<file path="src/rtl/spi_sense_regs.sv">
module spi_sense_regs #(
  parameter int          SYNC_STAGES = 2,
  parameter int          RESET_ONES  = 32,
  parameter logic [7:0]  ID_VALUE    = 8'hC3,
  parameter logic [7:0]  CFG_INIT    = 8'h00,
  parameter logic [15:0] HIGH_INIT   = 16'h2000,
  parameter logic [15:0] LOW_INIT    = 16'h0500,
  parameter logic [15:0] CRIT_INIT   = 16'h4980,
  parameter logic [7:0]  HYST_INIT   = 8'h05
) (
  input  logic        clk,
  input  logic        rst_n,
  input  logic        sclk,
  input  logic        cs_n,
  input  logic        mosi,
  output logic        miso,
  output logic        miso_oe,
  input  logic [7:0]  status_i,
  input  logic [15:0] temp_i,
  output logic [7:0]  cfg_o,
  output logic [15:0] lim_high_o,
  output logic [15:0] lim_low_o,
  output logic [15:0] lim_crit_o,
  output logic [7:0]  hyst_o
);
  localparam int          OW        = $clog2(RESET_ONES + 1);
  localparam logic [OW-1:0] ONES_LAST = OW'(RESET_ONES - 1);

  logic [SYNC_STAGES-1:0] sclk_sh, cs_sh, mosi_sh;
  logic sclk_s, cs_s, mosi_s, sclk_d;
  logic rise_evt, fall_evt;

  always_ff @(posedge clk or negedge rst_n)
    if (!rst_n) begin
      sclk_sh <= '1;
      cs_sh   <= '1;
      mosi_sh <= '0;
      sclk_d  <= 1'b1;
    end else begin
      sclk_sh <= {sclk_sh[SYNC_STAGES-2:0], sclk};
      cs_sh   <= {cs_sh[SYNC_STAGES-2:0], cs_n};
      mosi_sh <= {mosi_sh[SYNC_STAGES-2:0], mosi};
      sclk_d  <= sclk_s;
    end

  assign sclk_s   = sclk_sh[SYNC_STAGES-1];
  assign cs_s     = cs_sh[SYNC_STAGES-1];
  assign mosi_s   = mosi_sh[SYNC_STAGES-1];
  assign rise_evt = ~cs_s & sclk_s & ~sclk_d;
  assign fall_evt = ~cs_s & ~sclk_s & sclk_d;

  function automatic logic is_wide(input logic [2:0] a);
    return (a == 3'd2) || (a == 3'd4) || (a == 3'd5) || (a == 3'd6);
  endfunction

  function automatic logic is_writable(input logic [2:0] a);
    return (a == 3'd1) || (a >= 3'd4);
  endfunction

  logic          in_data, rd_act, wr_act, wide_q, first_fall, oe_q;
  logic [2:0]    addr_q;
  logic [6:0]    cmd_sr;
  logic [4:0]    bcnt;
  logic [15:0]   rx_sr, tx_sr;
  logic [OW-1:0] ones;

  logic [7:0]  cmd_byte;
  logic [2:0]  cmd_addr;
  logic        cmd_ok, srst, data_done, wr_fire;
  logic [4:0]  last_bit;
  logic [15:0] wdata, rd_word;

  assign cmd_byte  = {cmd_sr, mosi_s};
  assign cmd_addr  = cmd_byte[5:3];
  assign cmd_ok    = ~cmd_byte[7] & (cmd_byte[2:0] == 3'd0);
  assign srst      = rise_evt & mosi_s & (ones == ONES_LAST);
  assign last_bit  = wide_q ? 5'd15 : 5'd7;
  assign data_done = rise_evt & ~srst & in_data & (bcnt == last_bit);
  assign wdata     = {rx_sr[14:0], mosi_s};
  assign wr_fire   = data_done & wr_act;

  always_comb
    case (cmd_addr)
      3'd0:    rd_word = {status_i, 8'h00};
      3'd1:    rd_word = {cfg_o, 8'h00};
      3'd2:    rd_word = temp_i;
      3'd3:    rd_word = {ID_VALUE, 8'h00};
      3'd4:    rd_word = lim_high_o;
      3'd5:    rd_word = lim_low_o;
      3'd6:    rd_word = lim_crit_o;
      default: rd_word = {hyst_o, 8'h00};
    endcase

  always_ff @(posedge clk or negedge rst_n)
    if (!rst_n) begin
      in_data    <= 1'b0;
      rd_act     <= 1'b0;
      wr_act     <= 1'b0;
      wide_q     <= 1'b0;
      first_fall <= 1'b0;
      oe_q       <= 1'b0;
      addr_q     <= '0;
      cmd_sr     <= '0;
      bcnt       <= '0;
      rx_sr      <= '0;
      tx_sr      <= '0;
      ones       <= '0;
    end else if (cs_s || srst) begin
      in_data    <= 1'b0;
      rd_act     <= 1'b0;
      wr_act     <= 1'b0;
      first_fall <= 1'b0;
      oe_q       <= 1'b0;
      bcnt       <= '0;
      ones       <= '0;
    end else if (rise_evt) begin
      ones <= mosi_s ? ones + 1'b1 : '0;
      if (!in_data) begin
        cmd_sr <= cmd_byte[6:0];
        bcnt   <= bcnt + 1'b1;
        if (bcnt == 5'd7) begin
          bcnt       <= '0;
          in_data    <= 1'b1;
          addr_q     <= cmd_addr;
          wide_q     <= cmd_ok & is_wide(cmd_addr);
          rd_act     <= cmd_ok & cmd_byte[6];
          wr_act     <= cmd_ok & ~cmd_byte[6] & is_writable(cmd_addr);
          tx_sr      <= rd_word;
          first_fall <= 1'b1;
        end
      end else begin
        rx_sr <= wdata;
        bcnt  <= bcnt + 1'b1;
        if (bcnt == last_bit) begin
          bcnt    <= '0;
          in_data <= 1'b0;
          rd_act  <= 1'b0;
          wr_act  <= 1'b0;
        end
      end
    end else if (fall_evt) begin
      if (in_data && rd_act) begin
        if (first_fall) begin
          oe_q       <= 1'b1;
          first_fall <= 1'b0;
        end else begin
          tx_sr <= {tx_sr[14:0], 1'b0};
        end
      end else begin
        oe_q <= 1'b0;
      end
    end

  always_ff @(posedge clk or negedge rst_n)
    if (!rst_n) begin
      cfg_o      <= CFG_INIT;
      lim_high_o <= HIGH_INIT;
      lim_low_o  <= LOW_INIT;
      lim_crit_o <= CRIT_INIT;
      hyst_o     <= HYST_INIT;
    end else if (srst) begin
      cfg_o      <= CFG_INIT;
      lim_high_o <= HIGH_INIT;
      lim_low_o  <= LOW_INIT;
      lim_crit_o <= CRIT_INIT;
      hyst_o     <= HYST_INIT;
    end else if (wr_fire) begin
      case (addr_q)
        3'd1:    cfg_o      <= wdata[7:0];
        3'd4:    lim_high_o <= wdata;
        3'd5:    lim_low_o  <= wdata;
        3'd6:    lim_crit_o <= wdata;
        3'd7:    hyst_o     <= wdata[7:0];
        default: ;
      endcase
    end

  assign miso    = tx_sr[15];
  assign miso_oe = oe_q;
endmodule

</file>
<file path="config.mk">
export PLATFORM = sky130hd
export DESIGN_NAME = spi_sense_regs
export DESIGN_NICKNAME = d
export VERILOG_FILES = /design/src/rtl/spi_sense_regs.sv
export SDC_FILE = /design/constraint.sdc
export NUM_CORES = 1
export LEC_CHECK = 0
export ABC_AREA = 1
export BUFFER_PORTS_ARGS = -buffer_cell sky130_fd_sc_hd__buf_2
export CAP_MARGIN = 30
export CORE_UTILIZATION = 52
export DETAILED_ROUTE_END_ITERATION = 16
export PLACE_DENSITY = 0.84
export SYNTH_ARGS = -nofsm -noshare
export SYNTH_HDL_FRONTEND = slang
export SYNTH_SLANG_ARGS = --single-unit
</file>
<file path="constraint.sdc">
create_clock -name clk -period 1.7 [get_ports clk]
set_input_delay 0.17 -clock clk [delete_from_list [all_inputs] [get_ports clk]]
set_output_delay 0.17 -clock clk [all_outputs]
set_load 0.005 [all_outputs]
</file>
==> metrics.cfg <==
[run_status]
status=finished, violations left
failed_checks=negative setup slack

[critical_path]
cp_top_family=simple AND/OR/NAND/NOR gates
startpoint_type=register
critPathKind=register to register
path_cells=nand2_4, nor2_4, nand2_2, nor2_8, nand2_4, clkbuf_16, nand2_1, a21boi_0
cp.arrival_ps=2200
cp_slowest_cell=dfstp_2
required_ps=2010
cpPeakStageDelay_ps=600
rrSetupSlack_ps=-190
endpoint_kind=register
cpMostUsedCell=nand2_4
worst-path-buf-inv=1
r2r-end=lim_high_o[8]
path_max_fanout=8
r2r_cells=8
r2r_start=sclk_sh[1]

[min_path]
min_to=tx_sr[1]
hp-class=primary input to register
min_delay_path_depth=7
hold_path.startpoint=temp_i[1]

[finish]
fin_nets=1005
layout_commonest_cell=nand2_1
mostFrequentLayoutCells=207 x nand2_1, 113 x dfrtp_1, 93 x buf_2
fillers=684
final_cells=1134
drive_gt1_share_pct=37.7
antenna_cells=0
area.growth.synth_to_final_pct=41.8

[grt]
grt-ovfl-total=0
grt_pass1_wl_um=31400
antenna_found_initial=1
grt_max_degree=85
first_global_vias=5920
grt_use_total_pct=32.6

[yosys]
synth_edf_count=0
syn_inst=796
syn_area_mm2=0.00643
syn_nets=827
synth_flop_cell=dfrtp_1
synth_area_per_cell_um2=8.08
yosysWarnings=0
synth-seq-area-share_pct=50.5
ys_seq_elements=129
ys_types=34
async_flop_share_pct=100

[sta]
hold_viol=0
hold_slack_ps=189
max_slew_margin_pct=68.8
max_freq_ghz=0.530
finalMaxSlewViolations=0
finClkSkew_ps=10.4
rsz0062_at_grt=yes
layout_setup_ws_ps=-187
worstMarginPinSlew_ps=469
period_needed_ps=1890
fin_crit_sh_pct=111
setup_viol=99

[clock_tree]
numCtsBuffers=17
tritoncts=done
clk_pin_slew_ps=60
cts_max_level=4
cts_root_buf=clkbuf_16
cts.sinks=129
cts.path.max_buffers=2
clkLatencyLatePin_ps=450

[die]
core_area_mm2=0.0120
die_w_um=113
die_height_um=113
num_rows=40
die-area_mm2=0.0128
start_util_pct=53.5
io_pins=95

[power]
leakage_uw=0.00463
vdd_ir_drop_max_mv=1.18
powerDensity_mw_per_mm2=930
finalPower_uw=8480

[route]
dr.pass1.iters=11
wirelength_um=24600
vias=7254
vias_per_cell=6.40
drc_errors=0
drt-wirelength-per-cell_um=21.7
drt-initial-drc-count=1103
drtAntennaViolNets=0

[placed_design]
dp_slack_ps=-32.4
gp_congestion=0.926
dp_cells=1066
dpl.hpwl_um=13700
io_buffers=94

[job]
drv_cap=0

==> flip-flops by register name (all words and copies together), names as in the netlist, 3 cells and up <==
signal / cells
lim_crit_o: 16
lim_high_o: 16
lim_low_o: 16
tx_sr: 16
rx_sr: 15
cfg_o: 8
hyst_o: 8
cmd_sr: 7
ones: 6
bcnt: 5
addr_q: 3
==> worst reg2reg max path, cell delays in order, from the launching register on <==
cell and delay, ps:
dfstp_2 600, nand2_4 80, nor2_4 200, nand2_2 130, nor2_8 230, nand2_4 150
clkbuf_16 200, nand2_1 70, a21boi_0 110
==> worst max-delay path by stage <==
stage | slack (ps) | to | cells past startpoint | from
floorplan | 70 | rx_sr[8] | 9 | ones[0]
global placement | -20 | addr_q[1] | 10 | ones[0]
detailed placement | -30 | addr_q[1] | 10 | ones[0]
CTS | -10 | lim_low_o[9] | 8 | sclk_sh[1]
global route | -260 | lim_low_o[10] | 9 | sclk_sh[1]
finish | -190 | lim_high_o[8] | 8 | sclk_sh[1]
==> where the power goes <==
group          total, uW  switching [uW]  internal (uW)  leakage [uW]
combinational       1330             880            448       0.00268
clock               3900            1470           2430      0.000300
sequential          3250            96.8           3150       0.00165
total               8480            2450           6030       0.00463
==> kinds of logic after synthesis <==
| logic type | Yosys count | share of synthesized area (%) |
|---|---|---|
| simple gates | 441 | 31.9 |
| flops | 129 | 50.5 |
| compound gates | 127 | 10.4 |
| buf+inv | 92 | 6.21 |
| xor+xnor | 5 | 0.681 |
| fa+ha+maj | 2 | 0.389 |
==> metrics by stage <==
| stage | utilization, % | cell area [um^2] | TNS, ps |
|---|---|---|---|
| 2_1_floorplan | - | 6430 | 0 |
| 4_1_cts | 68.5 | 8230 | -11.0 |
| 5_1_grt | 75.9 | 9120 | -13060 |
| 6_report | 75.9 | 9120 | -8170 |
| 3_3_place_gp | 62.1 | 7460 | -51.7 |
| 3_5_place_dp | 62.1 | 7460 | -408 |
==> metal layers <==
layer	GRT usage, %	up-vias	routed length, um	share of wire [%]
met5	0	-	13	0.053
met4	19.8	2	1590	6.4
met3	9.59	173	3070	12
met2	47.7	662	11000	45
met1	42.9	3396	8970	36
li1	-	3021	-	-
==> cell usage after synthesis, types with 2 or more instances <==
master,n,share of area (%)
nand2_4,4,0.70
nor2_1,41,2.4
buf_6,2,0.35
dfstp_2,14,5.7
nand2_1,251,15
buf_4,4,0.47
ha_1,2,0.39
inv_2,4,0.23
nor2_8,3,0.93
a21oi_1,13,1.0
nand4_1,29,2.8
nor3_1,4,0.31
xor2_1,3,0.41
nand3_1,83,6.5
o21ai_1,28,2.2
inv_1,48,2.8
nand3_2,3,0.47
xnor2_1,2,0.27
nor2_2,2,0.19
nand2_2,10,0.97
o22ai_1,22,2.1
o21ai_0,62,4.8
nor2_4,6,1.1
clkbuf_1,8,0.47
buf_2,19,1.5
nand3b_1,2,0.23
dfrtp_1,115,45
buf_1,6,0.35
==> final cells by class <==
| type | instances | area, um^2 | area share (%) |
|---|---|---|---|
| clock buffer | 21 | 470 | 5.16 |
| clock inverter | 11 | 154 | 1.69 |
| inverter | 53 | 214 | 2.35 |
| multi-input combinational | 577 | 3340 | 36.6 |
| sequential | 129 | 3250 | 35.6 |
| tap | 147 | 184 | 2.02 |
| timing repair buffer | 195 | 1500 | 16.5 |
| timing repair inverter | 1 | 8.76 | 0.0960 |
==> repair_timing <==
item | CTS | global route
endpoints found under the setup margin | 83 | 109
setup buffers | 5 | 17
pin swaps | 5 | 41
hold buffers | 4 | 0
cloned | 1 | 9
gates resized for setup | 19 | 181
hold endpoints to repair | 125 | 0
No activity file was read; power rests on OpenSTA's default activity.
